**src/rtl/rlm_pkg.sv**
```systemverilog
`timescale 1ns/1ps
package rlm_pkg;
  localparam int ROWS    = 4;
  localparam int ROW_W   = $clog2(ROWS);
  localparam int CTX_W   = 5;
  localparam int PASS_W  = 2;
  localparam int SLOTS   = ROW_W + 2;
  localparam int CNT_W   = $clog2(SLOTS + 1);
  localparam int HOLD    = ROWS - 1;
  localparam logic [PASS_W-1:0] PASS_CLEAN = 2'd3;

  typedef struct packed {
    logic [ROW_W-1:0]  row;
    logic              rl_elig;
    logic              m_vld;
    logic [CTX_W-1:0]  m_ctx;
    logic              m_bit;
    logic [PASS_W-1:0] pass;
    logic              s_vld;
    logic [CTX_W-1:0]  s_ctx;
    logic              s_bit;
  } smp_t;

  typedef struct packed {
    logic [PASS_W-1:0] pass;
    logic [CTX_W-1:0]  ctx;
    logic              dec;
  } pair_t;

  typedef enum logic [1:0] {
    EMIT_NONE,
    EMIT_PLAIN,
    EMIT_RUN_OK,
    EMIT_RUN_FAIL
  } emit_e;
endpackage

```
**src/rtl/rlm_hold.sv**
```systemverilog
`timescale 1ns/1ps
// Holds the last DEPTH accepted samples; index DEPTH-1 is the oldest.
module rlm_hold
  import rlm_pkg::*;
#(
  parameter int DEPTH = HOLD
) (
  input  logic             clk,
  input  logic             rst_n,
  input  logic             en,
  input  smp_t             din,
  output smp_t             held [DEPTH],
  output logic [DEPTH-1:0] held_v
);
  smp_t             d_q [DEPTH];
  logic [DEPTH-1:0] v_q;
  logic [DEPTH-1:0] v_d;

  always_comb begin
    v_d = v_q;
    if (en) v_d = {v_q[DEPTH-2:0], 1'b1};
  end

  always_ff @(posedge clk or negedge rst_n) begin
    if (!rst_n) v_q <= '0;
    else        v_q <= v_d;
  end

  for (genvar k = 0; k < DEPTH; k++) begin : g_stage
    if (k == 0) begin : g_first
      always_ff @(posedge clk) begin
        if (en) d_q[0] <= din;
      end
    end else begin : g_next
      always_ff @(posedge clk) begin
        if (en) d_q[k] <= d_q[k-1];
      end
    end
    assign held[k] = d_q[k];
  end

  assign held_v = v_q;
endmodule

```
**src/rtl/rlm_decide.sv**
```systemverilog
`timescale 1ns/1ps
// Column-wide run decision over the four rows of a stripe column.
module rlm_decide
  import rlm_pkg::*;
(
  input  smp_t             win [ROWS],
  output logic             run_col,
  output logic             all_zero,
  output logic [ROW_W-1:0] pos
);
  always_comb begin
    all_zero = 1'b1;
    pos      = '0;
    for (int k = ROWS - 1; k >= 0; k--) begin
      if (win[k].m_bit) begin
        all_zero = 1'b0;
        pos      = ROW_W'(k);
      end
    end
  end

  assign run_col = win[0].rl_elig;
endmodule

```
**src/rtl/rlm_pack.sv**
```systemverilog
`timescale 1ns/1ps
// Builds the slot bundle for one emitted sample.
module rlm_pack
  import rlm_pkg::*;
#(
  parameter int RL_CTX  = 17,
  parameter int UNI_CTX = 18
) (
  input  emit_e            mode,
  input  smp_t             cur,
  input  smp_t             hit,
  input  logic [ROW_W-1:0] pos,
  output pair_t            slot [SLOTS],
  output logic [CNT_W-1:0] cnt
);
  localparam logic [CTX_W-1:0] RL_L  = CTX_W'(RL_CTX);
  localparam logic [CTX_W-1:0] UNI_L = CTX_W'(UNI_CTX);

  pair_t mag_p, sgn_p;

  assign mag_p = '{pass: cur.pass, ctx: cur.m_ctx, dec: cur.m_bit};
  assign sgn_p = '{pass: cur.pass, ctx: cur.s_ctx, dec: cur.s_bit};

  always_comb begin
    for (int k = 0; k < SLOTS; k++) slot[k] = '0;
    cnt = '0;
    unique case (mode)
      EMIT_PLAIN: begin
        if (cur.m_vld) begin
          slot[0] = mag_p;
          if (cur.s_vld) slot[1] = sgn_p;
        end else if (cur.s_vld) begin
          slot[0] = sgn_p;
        end
        cnt = CNT_W'(cur.m_vld) + CNT_W'(cur.s_vld);
      end
      EMIT_RUN_OK: begin
        slot[0] = '{pass: PASS_CLEAN, ctx: RL_L, dec: 1'b0};
        cnt     = CNT_W'(1);
      end
      EMIT_RUN_FAIL: begin
        slot[0] = '{pass: PASS_CLEAN, ctx: RL_L, dec: 1'b1};
        for (int k = 0; k < ROW_W; k++)
          slot[1+k] = '{pass: PASS_CLEAN, ctx: UNI_L, dec: pos[ROW_W-1-k]};
        slot[SLOTS-1] = '{pass: PASS_CLEAN, ctx: hit.s_ctx, dec: hit.s_bit};
        cnt = CNT_W'(SLOTS);
      end
      default: cnt = '0;
    endcase
  end
endmodule

```
**src/rtl/rlm_merge.sv**
```systemverilog
`timescale 1ns/1ps
module rlm_merge
  import rlm_pkg::*;
#(
  parameter int RL_CTX  = 17,
  parameter int UNI_CTX = 18
) (
  input  logic                      clk,
  input  logic                      rst_n,
  input  logic                      in_valid,
  input  logic [ROW_W-1:0]          in_row,
  input  logic                      in_rl_elig,
  input  logic [PASS_W-1:0]         in_pass,
  input  logic                      in_mag_vld,
  input  logic [CTX_W-1:0]          in_mag_ctx,
  input  logic                      in_mag_bit,
  input  logic                      in_sgn_vld,
  input  logic [CTX_W-1:0]          in_sgn_ctx,
  input  logic                      in_sgn_bit,
  output logic [CNT_W-1:0]          out_cnt,
  output logic [SLOTS*PASS_W-1:0]   out_pass,
  output logic [SLOTS*CTX_W-1:0]    out_ctx,
  output logic [SLOTS-1:0]          out_dec
);
  smp_t             din;
  smp_t             held [HOLD];
  logic [HOLD-1:0]  held_v;
  smp_t             win  [ROWS];
  smp_t             cur, hit;
  logic             run_col, all_zero, fire;
  logic [ROW_W-1:0] pos;
  emit_e            mode;
  logic             col_run_q, col_run_d;
  logic [ROW_W-1:0] col_lim_q, col_lim_d;
  pair_t            slot_n [SLOTS];
  pair_t            slot_q [SLOTS];
  logic [CNT_W-1:0] cnt_n, cnt_q;

  assign din = '{row: in_row, rl_elig: in_rl_elig, m_vld: in_mag_vld,
                 m_ctx: in_mag_ctx, m_bit: in_mag_bit, pass: in_pass,
                 s_vld: in_sgn_vld, s_ctx: in_sgn_ctx, s_bit: in_sgn_bit};

  rlm_hold #(.DEPTH(HOLD)) u_hold (
    .clk    (clk),
    .rst_n  (rst_n),
    .en     (in_valid),
    .din    (din),
    .held   (held),
    .held_v (held_v)
  );

  // Oldest held sample is row 0 of the column being decided.
  for (genvar k = 0; k < HOLD; k++) begin : g_win
    assign win[k] = held[HOLD-1-k];
  end
  assign win[ROWS-1] = din;

  rlm_decide u_decide (
    .win      (win),
    .run_col  (run_col),
    .all_zero (all_zero),
    .pos      (pos)
  );

  assign cur  = held[HOLD-1];
  assign hit  = win[pos];
  assign fire = in_valid & held_v[HOLD-1];

  always_comb begin
    mode      = EMIT_NONE;
    col_run_d = col_run_q;
    col_lim_d = col_lim_q;
    if (fire) begin
      if (cur.row == '0) begin
        if (run_col) begin
          mode      = all_zero ? EMIT_RUN_OK : EMIT_RUN_FAIL;
          col_run_d = 1'b1;
          col_lim_d = all_zero ? ROW_W'(ROWS - 1) : pos;
        end else begin
          mode      = EMIT_PLAIN;
          col_run_d = 1'b0;
        end
      end else if (!(col_run_q && (cur.row <= col_lim_q))) begin
        mode = EMIT_PLAIN;
      end
    end
  end

  always_ff @(posedge clk or negedge rst_n) begin
    if (!rst_n) begin
      col_run_q <= 1'b0;
      col_lim_q <= '0;
    end else if (fire) begin
      col_run_q <= col_run_d;
      col_lim_q <= col_lim_d;
    end
  end

  rlm_pack #(.RL_CTX(RL_CTX), .UNI_CTX(UNI_CTX)) u_pack (
    .mode (mode),
    .cur  (cur),
    .hit  (hit),
    .pos  (pos),
    .slot (slot_n),
    .cnt  (cnt_n)
  );

  always_ff @(posedge clk or negedge rst_n) begin
    if (!rst_n) begin
      cnt_q <= '0;
      for (int k = 0; k < SLOTS; k++) slot_q[k] <= '0;
    end else begin
      cnt_q <= cnt_n;
      for (int k = 0; k < SLOTS; k++) slot_q[k] <= slot_n[k];
    end
  end

  assign out_cnt = cnt_q;
  for (genvar k = 0; k < SLOTS; k++) begin : g_flat
    assign out_pass[k*PASS_W +: PASS_W] = slot_q[k].pass;
    assign out_ctx[k*CTX_W +: CTX_W]    = slot_q[k].ctx;
    assign out_dec[k]                   = slot_q[k].dec;
  end
endmodule

```
**config.mk**
```make
export PLATFORM = sky130hd
export DESIGN_NAME = rlm_merge
export DESIGN_NICKNAME = d
export VERILOG_FILES = /design/src/rtl/rlm_pkg.sv /design/src/rtl/rlm_hold.sv /design/src/rtl/rlm_decide.sv /design/src/rtl/rlm_pack.sv /design/src/rtl/rlm_merge.sv
export SDC_FILE = /design/constraint.sdc
export NUM_CORES = 1
export LEC_CHECK = 0
export BUFFER_PORTS_ARGS = -buffer_cell sky130_fd_sc_hd__buf_4
export CORE_MARGIN = 4
export CORE_UTILIZATION = 35
export DETAILED_ROUTE_END_ITERATION = 8
export GPL_TIMING_DRIVEN = 0
export PLACE_DENSITY = 0.65
export SETUP_SLACK_MARGIN = 0.2
export SYNTH_ARGS = -nofsm -noshare
export SYNTH_HDL_FRONTEND = slang
export SYNTH_SLANG_ARGS = --single-unit
```
**constraint.sdc**
```tcl
create_clock -name clk -period 3.7 [get_ports clk]
set_input_delay 0.185 -clock clk [delete_from_list [all_inputs] [get_ports clk]]
set_output_delay 0.185 -clock clk [all_outputs]
set_load 0.03 [all_outputs]
```
==> results of run 1 <==
-- metal layers --
layer  up-vias  global-route usage, %  wire length, um
li1        865                      -                -
met1       814                   13.6             2450
met2        52                   15.5             2410
met3        13                   3.05              295
met4         0                   6.46              165
met5         -                      0                0
-- cell type report --
| type | count | area share (%) |
|---|---|---|
| Clock buffer | 9 | 3.03 |
| Sequential cell | 89 | 61.4 |
| Tap cell | 108 | 3.30 |
| Buffer | 16 | 2.35 |
| Clock inverter | 7 | 2.29 |
| Multi-Input combinational cell | 86 | 14.2 |
| Timing Repair Buffer | 67 | 13.1 |
| Inverter | 3 | 0.275 |
-- through the flow --
step	std cells	util [%]
2_1_floorplan	194	-
3_3_place_gp	355	42.4
3_5_place_dp	355	42.4
4_1_cts	384	46.3
5_1_grt	385	46.5
6_report	385	46.5
-- state kept, by name, summed over array words and instances, names as in the netlist --
register and cells:
col_lim_q 2, u_hold.d_q 57, col_run_q 1, u_hold.held_v 3, out_ctx 15, out_dec 4
out_pass 5, out_cnt 2
-- worst register-to-register path: stages, from the launching register on --
cell      delay [ns]
edfxtp_1        0.44
nor4_2          0.68
a22o_1          0.29
buf_2           0.21
o21ai_0         0.11
-- what timing repair did --
action | in CTS | in global routing
hold endpoints to repair | 44 | 1
gates resized for setup | 0 | 0
hold buffers | 13 | 1
-- power by group through the flow --
| stage | logic, mW | registers, mW | clock network (mW) |
|---|---|---|---|
| 2_1_floorplan | 0.0841 | 1.22 | 0 |
| 3_3_place_gp | 0.211 | 1.19 | 0 |
| 3_5_place_dp | 0.215 | 1.19 | 0 |
| 4_1_cts | 0.226 | 1.17 | 0.727 |
| 5_1_grt | 0.245 | 1.18 | 0.768 |
| 6_report | 0.223 | 1.17 | 0.712 |
-- final timing paths --
| check | to | slack (ns) | cells past startpoint |
|---|---|---|---|
| worst min register to register | u_hold.d_q[0][49] | 0.42 | 0 |
| worst max-delay path | out_ctx[0] | 1.83 | 4 |
| worst min-delay path | u_hold.d_q[0][4] | 0.01 | 1 |
| worst max register to register | out_ctx[0] | 1.83 | 4 |
| min in group asynchronous | u_hold.held_v[1] | 0.30 | 2 |
| max in group asynchronous | out_ctx[1] | 3.09 | 2 |
-- cell usage in the layout, fill, tap and decap left out, drive strengths merged, types with 3 or more instances in the layout --
| cell | Yosys | layout |
|---|---|---|
| o21ai | 8 | 8 |
| dfrtp | 32 | 32 |
| and3 | 3 | 3 |
| edfxtp | 57 | 57 |
| dlygate4sd3 | 0 | 14 |
| a21oi | 4 | 4 |
| ha | 3 | 3 |
| and2 | 3 | 3 |
| conb | 1 | 3 |
| clkbuf | 4 | 13 |
| nand3 | 3 | 3 |
| inv | 3 | 4 |
| nor2 | 4 | 4 |
| a22oi | 12 | 12 |
| mux2i | 7 | 7 |
| buf | 12 | 65 |
| o22ai | 10 | 10 |
| nor2b | 5 | 5 |
| nand2 | 10 | 10 |
-- kinds of logic (layout without fill, tap and decap cells) --
kind of cell	after synthesis	count (layout)
flip-flops	89	89
AO/OA/AOI/OAI	38	38
AND/OR/NAND/NOR	33	33
buffers and inverters	19	102
multiplexers	9	9
adder cells (fa/ha/maj)	3	3
other	1	3
==> summary.md, run 1 <==
The clock network is responsible for 33.9% of the overall power. The HPWL after detailed placement is 3600 um. Entering global routing, the biggest net connects 65 pins.

Of all flip-flops after synthesis, the portion carrying an async set or reset was 36.0%. Data arrives at the worst endpoint at 2.08 ns. The port buffer count was 53. The fraction of the mapped netlist area in adder cells came out at 1.18%. Traced cell by cell, the critical path runs through nor4_2, a22o_1, buf_2, o21ai_0. The worst setup margin came out at 1.83 ns. Most frequent cell after synthesis: edfxtp_1. The buffers plus inverters on the worst setup path came out at 1. The first detailed-routing pass took 4 iterations. Clock tree synthesis found a total of 89 sinks. STA puts the critical path data required time at 3.92 ns.

Net switching share of the total power: 23.4%. XOR/XNOR share of the synthesized area: 0%. The fill cell total of the finished layout was 773; the total track usage was 10.5%. From bottom edge to top edge, the die measures 104 um. The number of antenna diodes in the final layout is 0. Max-slew violation count: 0.

The simple-gate area share of the yosys netlist was 5.84%. The footprint of the multi-input gates came out at 581 sq um. STA classifies the critical path endpoint as a flop.

In the synthesized netlist, mux cells make up 2.90% of the area. The run gives 0.0136 ns as the worst hold slack. At the pin with the least slew margin, the transition time is 0.784 ns.

The routed design has 5320 um of wire. Summing every instance area after synthesis gives 3190 sq um. The worst register-to-register path begins at u_hold.d_q[0][9]. Tracing the worst setup path back leads to its startpoint at u_hold.d_q[0][9]. The worst path uses 50.4% of the clock period. The worst min-delay path class was input port to flop. The tools report the clock root buffer as clkbuf_8.

Measured along the x axis, the die boundary spans 104 um. The flow ran to the end, and the final reports show no timing, DRC or antenna violations. Of all cell types, the one taking the most synthesized area is edfxtp_1. The detailed router finished its first iteration with 106 violations.

Across the run, the number of max-cap violations was 0. Of the total power, registers draw 55.5%. After synthesis, the largest area contributor takes up 53.6% of total cell area. Once detail routing completed, the nets flagged for antenna violations numbered 0.

Time the worst path needs with I/O delays and setup: 1.87 ns. Broken down by cell family, the worst path's largest delay share belongs to simple AND/OR/NAND/NOR gates. For this design, the slowest cell found on the critical path is nor4_2. The switching power total is 492 uW, and the final setup violation count is 0. After floorplanning, the core was divided into 34 placement rows. In this run the mean area of a mapped cell was 16.6 sq um. For the worst-skew pair, the clock arrives at the later sink with an insertion delay of 0.35 ns. The total design power came out at 2.10 mW.

For this run, the leading register cell type out of synthesis is edfxtp_1. The die covers 10700 sq um. Setup repair after global routing left no endpoint under its margin. The synthesized-area fraction occupied by ao, oa, aoi and oai cells is 7.92%.

The H-tree depth is 3, and the number of enable flip-flop cells after synthesis is 57. The area of the core was 8810 sq um; the residual DRC count was 0. The buffers inserted during post-CTS setup optimization is 0. The launch instance of the worst min-delay path was in_sgn_ctx[3].

Synthesis produced 192 cells. Counting along the longest clock path gives a buffer depth of 2. The fraction of final layout cells sized beyond drive strength 1 was 31.8%; the clock transition time at the flip-flop clock pins of the worst setup and hold paths was 0.08 ns.

In this run the power density over the cells is 514 nW/um^2. For this run the aggregate overflow at the end of global routing stands at 0. The post-place instance area was 3730 sq um.

The maximum fanout count along the critical path is 10, and the final weighted congestion in routability-driven placement is 0.768. The first global-routing pass estimated 8710 um of wire. The run gives 0 as the number of hold-slack violations in the final timing report.

Headroom to the max-slew limit came out at 47.8%. In the final timing run, aggregate negative setup slack is 0 ns. STA classifies the critical path startpoint as a flop.

Relative to the synthesized area, the layout overhead comes to 28.1%. TritonCTS built the clock tree. Cell area after layout: 4090 sq um. The combinational family with the most area after synthesis is compound AO/OA/AOI/OAI gates.

The achievable clock frequency is 536 MHz, and the number of buffers created by CTS is 9. The kind of critical path was flop to flop. The initial antenna violation count came out at 0. Across the VDD grid, the largest voltage drop is 0.148 mV.

Combinational logic burns 10.6% of the power. After synthesis, the cell types taking the most area are edfxtp_1 54%, dfrtp_1 25%, a22oi_1 2.8%, mux2i_1 2.2%, buf_4 2.1%. The vias after detailed routing was 1744. The flip-flop and latch area was 2510 sq um.

The number of distinct library cells after synthesis was 31; the largest stage delay on the critical path was 0.68 ns. Per-cell via count in the routed design: 4.53. The final routed wire length divided by cell count works out to 13.8 um. Synthesis inferred 89 register bits. The run gives 1.65 ns as the post-placement setup slack. For this design the top-level I/O count stands at 57. Final net count: 297.

The leakage dissipation is 1.70 nW, and the number of global-route vias before repair is 1764. The sequential fraction of the synthesis area is 78.7%. The run gives 1.61 mW as the internal power consumption.

The tools report the Yosys warning count as 0. By count the netlist is led by 57 x edfxtp_1, 32 x dfrtp_1, 12 x a22oi_1, 10 x nand2_1, 10 x o22ai_1. The initial utilization of the core area, before any placement, comes to 36.3%.

Between clock sinks in the finished design, the worst skew comes to 0.00465 ns.
(Power assumes the default switching activity.)
==> run 2: changes to the inputs <==
- PLACE_DENSITY: 0.65 -> 0.67
- clock period: 3.7 -> 1.65 ns (I/O delays scaled with it)
==> run 2 against run 1 <==
Net effect:
- the flow now finishes with violations (setup timing)
- maximum frequency increased by 6.7%
- total power is 120% higher
- critical endpoint is now out_ctx[15]
- cell area grew 9.4%
==> summary.md, run 2 (synthesized netlist as in run 1, its figures left out) <==
Worst min-delay path class: input port to flop. The largest net degree at the start of global routing was 65; the number of cells traversed by the worst register-to-register path was 6. For this run, the total global-route usage over all layers was measured as 10.9%. Register name with the most flops: u_hold.d_q. The initial antenna violation count is 0. The later-pin clock latency in the skew report was 0.35 ns; the die extent in y was 104 um.

The post-synthesis to final-layout area growth was 40.2%; the final routed wire length divided by cell count was 14.2 um. Setup repair after global routing could not meet its margin everywhere. The clock transition time at the flip-flop clock pins of the worst setup and hold paths is 0.08 ns. The critical path goes through buf_6, nor3b_4, nand3_2, or4_4, buf_6, o22ai_2. Summed over all layers, the global routing overflow is 0. The final setup violation count was 21. The post-placement setup slack came out at -0.225 ns. For the fill cell total of the finished layout, the log shows 718. In this run, CTS created clock tree buffers numbering 9. On the worst path, the slowest cell contributes a delay of 0.46 ns.

Summing all placed instances gives a cell area of 3740 sq um. Of the available clock period, the critical path in the final layout requires 106%. The die covers 10700 sq um. The endpoint identified for the worst register-to-register timing path is out_ctx[15]. The H-tree was split into 3 levels. The flow ran to the end, but the final reports show violations. For the max-slew violation count, the log shows 0.

The sort of element at the end of the critical path is a flop. The count of nets left with antenna violations once routing finished came out at 0. For the area of the core, the log shows 8810 sq um. Once the floorplan was initialized, standard cells occupied 36.3% of the core. The data required time at the worst endpoint was 1.91 ns. The tools report the cell area after layout as 4480 sq um. The register with the most flip-flops in the layout has 57 of them. The first-pass GRT wire length came out at 9200 um. The achievable clock frequency came out at 572 MHz. The run gives -0.0986 ns as the worst setup margin. The slowest stage of the critical path is the or4_4 cell. TritonCTS built the clock tree. The repair_antennas step left the layout with diodes totalling 0. The die width is 104 um. The library cell used most frequently in the layout, excluding fill and tap cells, is buf_4. The floorplan has 34 rows. The net count of the finished layout is 319. The launch instance of the worst register-to-register path was u_hold.d_q[0][56]. Number of global-route vias before repair: 1845. The time the worst path needs with I/O delays and setup came out at 1.75 ns. Per-cell via count in the routed design: 4.63. 57 I/O pins were placed.

The checks that failed: setup timing. Clock skew on the completed layout was measured at 0.0115 ns. The first routing iteration left 79 violations. Routability-driven placement finished with a final weighted congestion of 0.747.

The leakage dissipation was 1.88 nW. The maximum fanout count along the critical path came out at 7. For this run, design rule violations remaining after detail routing come to 0.

The startpoint identified for the worst hold timing path is in_mag_bit. Port buffering added 53 buffers. The CTS sink count was 89; the final wirelength was 5780 um. The tools report the worst hold slack as 0.0603 ns. Dividing total power by cell area gives a power density of 1050 nW/um^2. Counting along the longest clock path gives a buffer depth of 2. The number of maximum-capacitance violations was 0. The kind of critical path was flop to flop. In this run the register-to-register setup slack is -0.1 ns. The library cells used most frequently in the layout, excluding fill and tap cells, are 73 x buf_4, 57 x edfxtp_1, 32 x dfrtp_1. For the arrival time of data at the critical path endpoint, the log shows 2.01 ns.

The number of hold-slack violations in the final timing report is 0, and the remaining max-slew budget at the tightest pin is 48.3%. The pin slew with the least headroom to its limit is 0.775 ns. Counting instances, the worst hold path has a depth of 3.

Vias after detailed routing: 1885. The worst-case hold path end point is out_pass[4]. The design draws 4.69 mW. STA classifies the critical path startpoint as a flop.

CTS placed an instance of clkbuf_8 at the clock tree root. The cell that appears most often on the critical path is buf_6. For this run, the detailed router's first-pass iteration total came to 5. VDD sags by at most 0.382 mV.

Cells with a size suffix above 1 make up 41.5% of the layout. Detailed placement ended at an HPWL of 3570 um.
run 2: cell types whose count changed in the layout (fill, tap and decap cells not counted), sizes merged:
cell | previous run | this run
dlygate4sd3 | 14 | 20
bufinv | 2 | 1
clkinvlp | 2 | 1
clkbuf | 13 | 15
buf | 65 | 81
run 2: where the power goes:
| group | switching, mW | total [mW] | internal (mW) |
|---|---|---|---|
| combinational | 0.347 | 0.655 | 0.308 |
| clock | 0.712 | 1.41 | 0.699 |
| sequential | 0.0749 | 2.63 | 2.55 |
run 2: worst max path at each step:
stage,from,depth (start not counted),endpoint
2_1_floorplan,u_hold.d_q[0][56],6,out_ctx[6]
3_3_place_gp,in_valid,5,out_ctx[15]
3_5_place_dp,in_valid,5,out_ctx[17]
4_1_cts,u_hold.d_q[0][56],6,out_ctx[18]
5_1_grt,u_hold.d_q[0][56],6,out_dec[1]
6_report,u_hold.d_q[0][56],6,out_ctx[15]
run 2: layout make-up:
class | count | area, sq um | area share [%]
Clock inverter | 5 | 55.1 | 1.23
Timing Repair Buffer | 89 | 763 | 17.0
Inverter | 3 | 11.3 | 0.252
Buffer | 16 | 138 | 3.07
Clock buffer | 11 | 131 | 2.93
Multi-Input combinational cell | 86 | 731 | 16.3
Sequential cell | 89 | 2510 | 56.1
Tap cell | 108 | 135 | 3.02
run 2: worst max-delay path, delay by kind of cell, from the launching register on:
| family | cells | cell delay, ns |
|---|---|---|
| simple gates | 3 | 0.79 |
| flops | 1 | 0.45 |
| buf+inv | 2 | 0.31 |
| compound gates | 1 | 0.10 |
run 2: per-stage QoR:
stage                     TNS [ns]  util [%]  instances
after floorplan                  0         -        194
after global placement       -2.84      42.5        355
after detailed placement     -3.37      42.5        355
after CTS                    -1.07      48.8        398
after global routing         -3.45      50.8        407
final                        -1.28      50.8        407
run 2: metal layers:
layer	vias up	routed length (um)	GRT usage [%]
li1	912	-	-
met1	894	2470	13.6
met2	70	2820	17.3
met3	9	388	3.67
met4	0	97	5.03
met5	-	0	0
run 2: repair_timing:
action,4_1_cts,5_1_grt
endpoints found under the setup margin,27,28
endpoints found under the hold margin,51,0
cloned,1,1
gates resized for setup,25,23
hold buffers,20,0
pin swaps,9,8
setup buffers,6,8
